### src/rtl/fifo_chain.sv
module fifo_chain #(
  parameter int WIDTH  = 8,
  parameter int ADDR_W = 3,
  parameter int STAGES = 3
) (
  input  logic             clk,
  input  logic             rst,
  input  logic             wr_en,
  input  logic [WIDTH-1:0] din,
  output logic             in_rdy_n,
  input  logic             rd_en,
  output logic [WIDTH-1:0] dout,
  output logic             out_rdy_n
);
  localparam int SLOTS = 1 << ADDR_W;
  localparam int PW    = ADDR_W + 1;

  logic [STAGES-1:0] wr, rd, vld, full;
  logic [WIDTH-1:0]  qd [STAGES];

  assign in_rdy_n  = rst | full[0];
  assign out_rdy_n = ~vld[STAGES-1];
  assign dout      = qd[STAGES-1];

  for (genvar k = 0; k < STAGES; k++) begin : g_stage
    logic [WIDTH-1:0] mem [SLOTS];
    logic [WIDTH-1:0] d_in, q;
    logic [PW-1:0]    wp, wp1, wp2, rp, rp1, rp2;
    logic             v, load;

    if (k == 0) begin : g_head
      assign d_in  = din;
      assign wr[k] = wr_en & ~in_rdy_n;
    end else begin : g_link
      assign d_in  = qd[k-1];
      assign wr[k] = vld[k-1] & ~full[k];
    end

    if (k == STAGES-1) begin : g_tail
      assign rd[k] = rd_en & v;
    end else begin : g_mid
      assign rd[k] = wr[k+1];
    end

    // write side counts freed slots two cycles late; read side sees writes two cycles late
    assign full[k] = (wp - rp2) == PW'(SLOTS);
    assign load    = (rp != wp2) & (~v | rd[k]);
    assign vld[k]  = v;
    assign qd[k]   = q;

    always_ff @(posedge clk) begin
      if (wr[k]) mem[wp[ADDR_W-1:0]] <= d_in;
    end

    always_ff @(posedge clk) begin
      if (rst) begin
        wp  <= '0;
        wp1 <= '0;
        wp2 <= '0;
        rp  <= '0;
        rp1 <= '0;
        rp2 <= '0;
        v   <= 1'b0;
        q   <= '0;
      end else begin
        wp1 <= wp;
        wp2 <= wp1;
        rp1 <= rp;
        rp2 <= rp1;
        if (wr[k]) wp <= wp + PW'(1);
        if (load) begin
          q  <= mem[rp[ADDR_W-1:0]];
          rp <= rp + PW'(1);
          v  <= 1'b1;
        end else if (rd[k]) begin
          v  <= 1'b0;
        end
      end
    end
  end
endmodule

### config.mk
export PLATFORM = sky130hd
export DESIGN_NAME = fifo_chain
export DESIGN_NICKNAME = d
export VERILOG_FILES = /design/src/rtl/fifo_chain.sv
export SDC_FILE = /design/constraint.sdc
export NUM_CORES = 1
export LEC_CHECK = 0
export ABC_AREA = 1
export BUFFER_PORTS_ARGS = -buffer_cell sky130_fd_sc_hd__buf_2
export CAP_MARGIN = 20
export CORE_ASPECT_RATIO = 0.5
export CORE_MARGIN = 2
export CORE_UTILIZATION = 56
export CTS_BUF_LIST = sky130_fd_sc_hd__clkbuf_16
export DETAILED_ROUTE_END_ITERATION = 12
export PLACE_DENSITY_LB_ADDON = 0.25
export SYNTH_ARGS = -nofsm -noshare
export SYNTH_HDL_FRONTEND = slang
export SYNTH_SLANG_ARGS = --single-unit
export TNS_END_PERCENT = 30
### constraint.sdc
create_clock -name clk -period 2.5 [get_ports clk]
set_input_delay 0.125 -clock clk [delete_from_list [all_inputs] [get_ports clk]]
set_output_delay 0.125 -clock clk [all_outputs]
set_load 0.01 [all_outputs]
==> results of run 1 <==
==> cell families after synthesis <==
| logic type | after synthesis | synth area share (%) |
|---|---|---|
| AND/OR/NAND/NOR | 545 | 19.3 |
| flip-flops | 291 | 66.4 |
| XOR/XNOR | 21 | 1.58 |
| adder cells (fa/ha/maj) | 15 | 1.61 |
| buffers and inverters | 127 | 5.00 |
| AO/OA/AOI/OAI | 125 | 6.06 |
==> stage by stage <==
step	util [%]	power, W	setup WS, ns	instances	hold slack [ns]
after global placement	58.7	0.0101	0.355	1397	0.391
after global routing	62.9	0.0146	0.0622	1453	0.419
final	62.9	0.0137	0.206	1453	0.399
after CTS	62.9	0.0138	0.210	1453	0.407
after detailed placement	58.7	0.0102	0.259	1397	0.392
after floorplan	-	0.00926	0.121	1124	0.208
==> metal layers <==
metal,up-vias,track usage [%],routed length [um]
met1,3504,27.2,9890
met3,37,4.22,1290
li1,3850,-,-
met4,0,4.68,378
met2,187,35.1,10500
met5,-,0,0
==> worst max-delay path: cells and delay by family (launching register included) <==
| family | cells | cell delay (ns) |
|---|---|---|
| adders and majority gates | 1 | 0.31 |
| buffers and inverters | 2 | 0.28 |
| DFF | 1 | 0.46 |
| and+or+nand+nor | 7 | 0.96 |
==> where the power goes <==
part | internal [W] | total, W | switching, W
Combinational | 0.00125 | 0.00368 | 0.00242
Clock | 0.00201 | 0.00364 | 0.00162
Sequential | 0.00590 | 0.00641 | 0.000504
==> worst max path at each step <==
stage | start | cells past startpoint | to
after floorplan | g_stage[1].wp[2]$_SDFFE_PP0P_ | 9 | g_stage[1].mem[6][0]$_DFFE_PP_
after global placement | g_stage[2].wp[2]$_SDFFE_PP0P_ | 10 | g_stage[2].mem[2][7]$_DFFE_PP_
after detailed placement | g_stage[2].wp[2]$_SDFFE_PP0P_ | 10 | g_stage[2].mem[4][4]$_DFFE_PP_
after CTS | g_stage[2].wp[2]$_SDFFE_PP0P_ | 10 | g_stage[2].mem[4][1]$_DFFE_PP_
after global routing | g_stage[2].wp[0]$_SDFFE_PP0P_ | 13 | g_stage[2].mem[4][6]$_DFFE_PP_
final | g_stage[2].wp[2]$_SDFFE_PP0P_ | 10 | g_stage[2].mem[4][5]$_DFFE_PP_
==> layout by cell type, fill, tap and decap left out <==
master	n
buf_2	21
o21a_1	16
clkinv_2	3
or2_1	2
a21boi_0	2
nand3_4	1
a21oi_1	46
edfxtp_1	192
clkinvlp_2	1
buf_4	31
o21ai_0	39
clkbuf_16	25
o211ai_1	2
o21ai_1	1
inv_1	72
nand3b_1	1
clkinv_1	13
bufinv_16	2
inv_2	4
a31oi_1	2
nand2_2	4
nor3_1	5
nand3_1	124
ha_1	15
dfxtp_1	99
nor2_2	4
nor2_1	142
xnor2_1	1
nand2_1	260
a21oi_2	1
or2_2	1
o21ai_2	2
xor2_1	20
nand4_1	1
o22ai_1	14
dlygate4sd3_1	11
==> state kept, by name, summed over array words and instances, names as in the netlist <==
register	flops
dout	8
g_stage.wp	12
g_stage.wp2	12
g_stage.mem	192
g_stage.wp1	12
g_stage.rp	12
g_stage.rp2	12
g_stage.rp1	12
g_stage.v	3
g_stage.q	16
==> area by class of cell <==
cell class | count | share of cell area (%)
inverter | 75 | 2.18
clock inverter | 20 | 1.03
sequential | 291 | 60.0
multi-input combinational | 706 | 25.8
tap | 273 | 2.65
clock buffer | 25 | 4.85
timing repair buffer | 63 | 3.47
==> impl_metrics.json, run 1 <==
{
  "num_vias": 7578,
  "drive_gt1_share_pct": 8.47,
  "ys_seq_area_share_pct": 66.4,
  "overflow": 0,
  "grt_pass1_vias": 7136,
  "first_pass_iters": 5,
  "routabilityCongestion": 0.928,
  "synth_commonest_cells": "260 x nand2_1, 192 x edfxtp_1, 142 x nor2_1",
  "synth.most_common_cell": "nand2_1",
  "clk_pin_slew_ns": 0.06,
  "synth_top_area_share_pct": 49.4,
  "place_area_mm2": 0.0120,
  "fillers": 1632,
  "fin_area_mm2": 0.0129,
  "slew_headroom_pct": 57.2,
  "period_minus_slack_ns": 2.29,
  "power_density_mw_per_mm2": 1060,
  "synth_cells": 1124,
  "fmax_mhz": 436,
  "crit_type": "reg -> reg",
  "ir_drop_mv": 0.570,
  "min_from": "g_stage[1].wp1[1]$_SDFF_PP0_",
  "portBuffers": 21,
  "crit_chain": "ha_1, or2_1, nand3_1, nand2_2, nand2_1, nand2_2, inv_2, nand2_1, nor2_1, buf_4",
  "min_path_type": "reg -> reg",
  "syn_to_final_growth_pct": 10.7,
  "grt_first_pass_wirelength_mm": 35.5,
  "yosys_register_bits": 291,
  "synth_area_leader_cell": "edfxtp_1",
  "drt_wl_total_mm": 22.0,
  "drt-initial-drc-count": 620,
  "start_util_pct": 56.9,
  "track_usage_pct": 20.5,
  "clk_root_buffer_cell": "clkbuf_16",
  "synth_area_leaders": "edfxtp_1 49%, dfxtp_1 17%, nand2_1 8.4%",
  "required_ns": 2.73,
  "synth_cell_types": 35,
  "rsz0062_at_grt": "false",
  "die_h_um": 106,
  "cts_buffers": 25,
  "clockBufferDepth": 3,
  "viasPerCell": 5.22,
  "ys_async_sr_fraction_pct": 0,
  "synth_edf_count": 192,
  "grt_max_degree": 57,
  "tns_ns": 0,
  "synth_fp_nets": 1151,
  "synth_flop_cell": "edfxtp_1",
  "route.detailed.drc": 0,
  "layout.nets": 1189,
  "worst_hold_path.endpoint": "g_stage[1].wp2[1]$_SDFF_PP0_",
  "dieArea_mm2": 0.0221,
  "slew_viol_final": 0,
  "clock_latency_ns": 0.52,
  "syn_area_mm2": 0.0117,
  "worstReg2RegEnd": "g_stage[2].mem[4][5]$_DFFE_PP_",
  "wl_per_cell_um": 15.2,
  "r2r-start": "g_stage[2].wp[2]$_SDFFE_PP0P_",
  "worstMarginPinSlew_ns": 0.641,
  "postCtsSetupRepairBufs": 0,
  "multiInputGateArea_mm2": 0.00333,
  "critical_path.max_stage_delay_ns": 0.46,
  "cts_tree": "built",
  "timing.final.crit_share_pct": 91.8,
  "cp-end-kind": "flip-flop",
  "rows": 37,
  "p_leak_nw": 5.04,
  "core_mm2": 0.0205,
  "die_w_um": 208,
  "ant_nets": 0,
  "skew_ns": 0.00939,
  "diodes": 0,
  "hold_viol": 0,
  "ioPinCount": 22,
  "critPathLaunchType": "flip-flop",
  "holdPathStages": 2,
  "ff2ff_setup_slack_ns": 0.21,
  "ctsHtreeMaxLevel": 1,
  "post_cts_resized": 0,
  "seq_area_mm2": 0.00775,
  "r2r_cells": 10,
  "outcome": "complete, no violations",
  "syn_avg_cell_area_um2": 10.4,
  "antenna_found_initial": 0,
  "hpwl_mm": 14.1,
  "yosys_warnings": 0,
  "arrival_ns": 2.53,
  "critPathMaxFanout": 9,
  "cp_slowest_cell": "dfxtp_1",
  "max_cap_viol_count": 0,
  "final-setup-viol-count": 0,
  "postCtsHoldBufs": 11,
  "clock-sinks": 291
}
Power figures use the tool's default switching activity.
==> inputs of run 2 (changes only) <==
==> constraint.sdc (replaced) <==
create_clock -name clk -period 2.5 [get_ports clk]
set_input_delay 0.125 -clock clk [delete_from_list [all_inputs] [get_ports clk]]
set_output_delay 0.125 -clock clk [all_outputs]
set_load 0.05 [all_outputs]
==> impl_metrics.json, run 2 (synthesis results as in run 1) <==
{
  "final-setup-viol-count": 0,
  "hold_viol": 0,
  "track_usage_pct": 20.5,
  "slew_viol_final": 0,
  "die_w_um": 208,
  "antenna_found_initial": 0,
  "fmax_mhz": 428,
  "outcome": "complete, no violations",
  "drive_gt1_share_pct": 8.47,
  "switching_share_pct": 34.3,
  "final_cell_mix": "260 x nand2_1, 192 x edfxtp_1, 142 x nor2_1, 124 x nand3_1, 99 x dfxtp_1",
  "clockBufferDepth": 3,
  "portBuffers": 21,
  "ir_drop_mv": 0.570,
  "ioPinCount": 22,
  "place_ws_ns": 0.259,
  "grt_max_degree": 57,
  "required_ns": 2.38,
  "final_common_cell": "nand2_1",
  "num_vias": 7574,
  "first_pass_iters": 5,
  "hpwl_mm": 14.1,
  "clock_latency_ns": 0.52,
  "syn_to_final_growth_pct": 10.7,
  "fillers": 1631,
  "p_leak_nw": 5.04,
  "dieArea_mm2": 0.0221,
  "timing.final.crit_share_pct": 93.4,
  "drt_wl_total_mm": 22.0,
  "slew_headroom_pct": 57.2,
  "ant_nets": 0,
  "skew_ns": 0.00945,
  "rsz0062_at_grt": "false",
  "worstMarginPinSlew_ns": 0.641,
  "cts_buffers": 25,
  "arrival_ns": 2.21,
  "multiInputGateArea_mm2": 0.00333,
  "setup_slack_ns": 0.165,
  "overflow": 0,
  "ctsHtreeMaxLevel": 1,
  "tns_ns": 0,
  "postCtsSetupRepairBufs": 0,
  "largest_reg_flops": 192,
  "p_comb_share_pct": 28.1,
  "wl_per_cell_um": 15.2,
  "p_switching_w": 0.00479,
  "core_mm2": 0.0205,
  "clock_power_share_pct": 26.0,
  "critPathMaxFanout": 7,
  "critPathLaunchType": "flip-flop",
  "cts_tree": "built",
  "start_util_pct": 56.9,
  "clk_pin_slew_ns": 0.06,
  "period_minus_slack_ns": 2.34,
  "grt_first_pass_wirelength_mm": 35.5,
  "drt-initial-drc-count": 620,
  "intPower_w": 0.00917,
  "pwr-share-seq_pct": 45.9,
  "layout.nets": 1189,
  "seq_area_mm2": 0.00775,
  "max_cap_viol_count": 0,
  "diodes": 0,
  "clk_root_buffer_cell": "clkbuf_16",
  "die_h_um": 106,
  "grt_pass1_vias": 7136,
  "route.detailed.drc": 0,
  "power_density_mw_per_mm2": 1080,
  "routabilityCongestion": 0.928,
  "min_path_type": "reg -> reg",
  "rows": 37,
  "clock-sinks": 291,
  "viasPerCell": 5.21,
  "cp-end-kind": "primary output",
  "crit_type": "reg -> out"
}
-- run 2: cell types whose count changed in the layout (fill, tap and decap cells not counted) --
| cell | previous run | this run |
|---|---|---|
| buf_2 | 21 | 20 |
| clkbuf_4 | 0 | 1 |
-- run 2: worst paths after layout --
| path | startpoint | end | slack (ns) | cells past startpoint |
|---|---|---|---|---|
| max | g_stage[0].wp[2]$_SDFFE_PP0P_ | in_rdy_n | 0.16 | 6 |
| min | g_stage[1].wp1[1]$_SDFF_PP0_ | g_stage[1].wp2[1]$_SDFF_PP0_ | 0.40 | 2 |
| max reg2reg | g_stage[2].wp[2]$_SDFFE_PP0P_ | g_stage[2].mem[4][5]$_DFFE_PP_ | 0.21 | 10 |
| min reg2reg | g_stage[1].wp1[1]$_SDFF_PP0_ | g_stage[1].wp2[1]$_SDFF_PP0_ | 0.40 | 2 |
-- run 2: critical path: stages (launching register included) --
cell and delay (ns):
dfxtp_1 0.42, ha_1 0.29, or2_2 0.29, nand3_1 0.09, nand3_1 0.22, nand2_1 0.15, clkbuf_4 0.24
-- run 2: what timing repair did --
| item | in CTS | in global routing |
|---|---|---|
| gates resized for setup | 0 | 1 |
| hold buffers | 11 | 0 |
| setup endpoints to repair | 0 | 1 |
| hold endpoints to repair | 77 | 0 |
-- run 2: stage by stage --
stage               power, W  area, um2  std cells  hold WS [ns]  util [%]
finish                0.0140      12900       1453         0.400      63.0
global route          0.0148      12900       1453         0.419      63.0
CTS                   0.0141      12900       1453         0.407      62.9
detailed placement    0.0104      12000       1397         0.392      58.7
global placement      0.0103      12000       1397         0.391      58.7
floorplan            0.00950      11700       1124         0.208         -
-- run 2: layer usage --
metal | global-route usage [%] | vias up | share of wire [%]
met1 | 27.2 | 3509 | 45
met4 | 4.68 | 0 | 1.7
met2 | 35.1 | 180 | 47
met5 | 0 | - | 0
li1 | - | 3850 | -
met3 | 4.22 | 35 | 5.7
-- run 2: area by class of cell --
type                            instances  share of cell area, %
Clock buffer                           25                   4.84
Clock inverter                         20                   1.03
Inverter                               75                   2.18
Multi-Input combinational cell        706                   25.8
Sequential cell                       291                   60.0
Tap cell                              273                   2.65
Timing Repair Buffer                   63                   3.49
-- run 2: power groups by stage --
stage	clock network, W	logic [W]	registers (W)
floorplan	0	0.00297	0.00653
global placement	0	0.00381	0.00650
detailed placement	0	0.00390	0.00652
CTS	0.00372	0.00394	0.00642
global route	0.00393	0.00442	0.00649
finish	0.00364	0.00392	0.00641
==> inputs of run 3 (changes only) <==
--- a/config.mk
+++ b/config.mk
@@ -9,7 +9,7 @@
 export BUFFER_PORTS_ARGS = -buffer_cell sky130_fd_sc_hd__buf_2
 export CAP_MARGIN = 20
 export CORE_ASPECT_RATIO = 0.5
-export CORE_MARGIN = 2
+export CORE_MARGIN = 1.5
 export CORE_UTILIZATION = 56
 export CTS_BUF_LIST = sky130_fd_sc_hd__clkbuf_16
 export DETAILED_ROUTE_END_ITERATION = 12
==> impl_metrics.json, run 3 (synthesis results as in run 1) <==
{
  "overflow": 0,
  "max_cap_viol_count": 0,
  "start_util_pct": 57.0,
  "antenna_found_initial": 0,
  "r2r-start": "g_stage[1].wp[2]$_SDFFE_PP0P_",
  "route.detailed.drc": 0,
  "crit_chain": "ha_1, or2_2, nand3_1, nand3_2, nand2_1, clkbuf_4",
  "critPathMaxFanout": 7,
  "cp_slowest_cell": "dfxtp_1",
  "track_usage_pct": 21.1,
  "ioPinCount": 22,
  "routabilityCongestion": 0.870,
  "p_switching_w": 0.00485,
  "die_h_um": 105,
  "p_leak_nw": 5.05,
  "worst_hold_path.endpoint": "g_stage[2].wp2[3]$_SDFF_PP0_",
  "hold_viol": 0,
  "clk_root_buffer_cell": "clkbuf_16",
  "cp-end-kind": "primary output",
  "fmax_mhz": 440,
  "period_minus_slack_ns": 2.28,
  "crit_type": "reg -> out",
  "largest_reg_flops": 192,
  "pwr-share-seq_pct": 45.7,
  "hpwl_mm": 14.1,
  "critPathLaunchType": "flip-flop",
  "p_comb_share_pct": 28.0,
  "drt_wl_total_mm": 22.3,
  "switching_share_pct": 34.5,
  "final_common_cell": "nand2_1",
  "clockBufferDepth": 3,
  "clock_latency_ns": 0.54,
  "rsz0062_at_grt": "false",
  "worstReg2RegEnd": "g_stage[1].mem[6][5]$_DFFE_PP_",
  "final_cell_mix": "260 x nand2_1, 192 x edfxtp_1, 142 x nor2_1, 123 x nand3_1, 99 x dfxtp_1",
  "grt_max_degree": 60,
  "cts_buffers": 25,
  "outcome": "complete, no violations",
  "cts_tree": "built",
  "num_vias": 7670,
  "die_w_um": 207,
  "power_density_mw_per_mm2": 1090,
  "ant_nets": 0,
  "ctsHtreeMaxLevel": 1,
  "layout.nets": 1189,
  "worstMarginPinSlew_ns": 0.640,
  "clock-sinks": 291,
  "timing.final.crit_share_pct": 91.0,
  "ff2ff_setup_slack_ns": 0.23,
  "grt_first_pass_wirelength_mm": 36.4,
  "grt_pass1_vias": 7260,
  "core_mm2": 0.0205,
  "critical_path.max_stage_delay_ns": 0.44,
  "slew_viol_final": 0,
  "arrival_ns": 2.15,
  "dpl.cell_count": 1397,
  "slew_headroom_pct": 57.2,
  "required_ns": 2.38,
  "diodes": 0,
  "first_pass_iters": 5,
  "wl_per_cell_um": 15.3,
  "tns_ns": 0,
  "min_from": "g_stage[2].wp1[3]$_SDFF_PP0_",
  "skew_ns": 0.0244,
  "final_cell_count_no_fill": 1454,
  "drt-initial-drc-count": 574,
  "final-setup-viol-count": 0,
  "clk_pin_slew_ns": 0.07,
  "min_path_type": "reg -> reg",
  "dieArea_mm2": 0.0218,
  "ir_drop_mv": 0.568,
  "holdPathStages": 2,
  "viasPerCell": 5.28,
  "power_w": 0.0140,
  "intPower_w": 0.00919,
  "r2r_cells": 10,
  "syn_to_final_growth_pct": 10.9,
  "rows": 37,
  "postCtsSetupRepairBufs": 0,
  "clock_power_share_pct": 26.3,
  "portBuffers": 21,
  "drive_gt1_share_pct": 8.98
}
run 3: cell types whose count changed in the layout (fill, tap and decap cells not counted):
cell / change
clkinvlp_4: +2
inv_6: +1
clkinv_2: +3
clkinvlp_2: -1
inv_1: -2
nand3_2: +1
clkinv_1: -2
nand3_1: -1
run 3: layout make-up:
cell class / instances / area [um2]
Timing Repair Buffer: 63 / 450
Clock buffer: 25 / 626
Tap cell: 273 / 342
Clock inverter: 21 / 151
Multi-Input combinational cell: 706 / 3340
Inverter: 75 / 282
Fill cell: 1575 / 7530
Sequential cell: 291 / 7750
run 3: repair_timing:
| item | CTS | global route |
|---|---|---|
| endpoints found under the hold margin | 74 | 0 |
| endpoints found under the setup margin | 0 | 1 |
| hold buffers | 11 | 0 |
| resized for setup | 0 | 2 |
run 3: worst max path at each step:
stage	end	startpoint	slack, ns	cells past startpoint
after floorplan	g_stage[1].mem[6][0]$_DFFE_PP_	g_stage[1].wp[2]$_SDFFE_PP0P_	0.12	9
after global placement	g_stage[1].mem[6][4]$_DFFE_PP_	g_stage[1].wp[2]$_SDFFE_PP0P_	0.36	10
after detailed placement	g_stage[2].mem[6][0]$_DFFE_PP_	g_stage[2].wp[2]$_SDFFE_PP0P_	0.26	10
after CTS	in_rdy_n	g_stage[0].wp[2]$_SDFFE_PP0P_	0.09	6
after global routing	g_stage[2].mem[6][3]$_DFFE_PP_	g_stage[2].wp[2]$_SDFFE_PP0P_	0.05	10
final	in_rdy_n	g_stage[0].wp[2]$_SDFFE_PP0P_	0.22	6
run 3: per-layer routing:
metal,vias to the layer above,wire length (um),part of all wire (%),track usage (%)
met5,-,0,0,0
met4,0,473,2.1,5.43
met3,40,1430,6.4,4.00
met2,232,10600,48,35.6
met1,3545,9720,44,28.2
li1,3853,-,-,-
run 3: power by group through the flow:
stage          registers [W]  logic [W]  clock network [W]
3_3_place_gp         0.00650    0.00380                  0
5_1_grt              0.00649    0.00446            0.00397
4_1_cts              0.00643    0.00394            0.00377
6_report             0.00642    0.00393            0.00369
2_1_floorplan        0.00653    0.00297                  0
3_5_place_dp         0.00652    0.00389                  0
run 3: critical path: cells and delay by family (launching register included):
| kind | cells | cell delay, ns |
|---|---|---|
| buffers and inverters | 1 | 0.24 |
| adder cells (fa/ha/maj) | 1 | 0.29 |
| flip-flops | 1 | 0.44 |
| AND/OR/NAND/NOR | 4 | 0.65 |
run 3: per-stage QoR:
stage	setup WS (ns)	hold WS, ns	area [um2]	utilization [%]
after floorplan	0.121	0.208	11700	-
after global placement	0.361	0.390	12000	58.8
after detailed placement	0.264	0.394	12000	58.8
after CTS	0.0874	0.403	12900	63.2
after global routing	0.0468	0.419	12900	63.2
final	0.225	0.402	12900	63.2
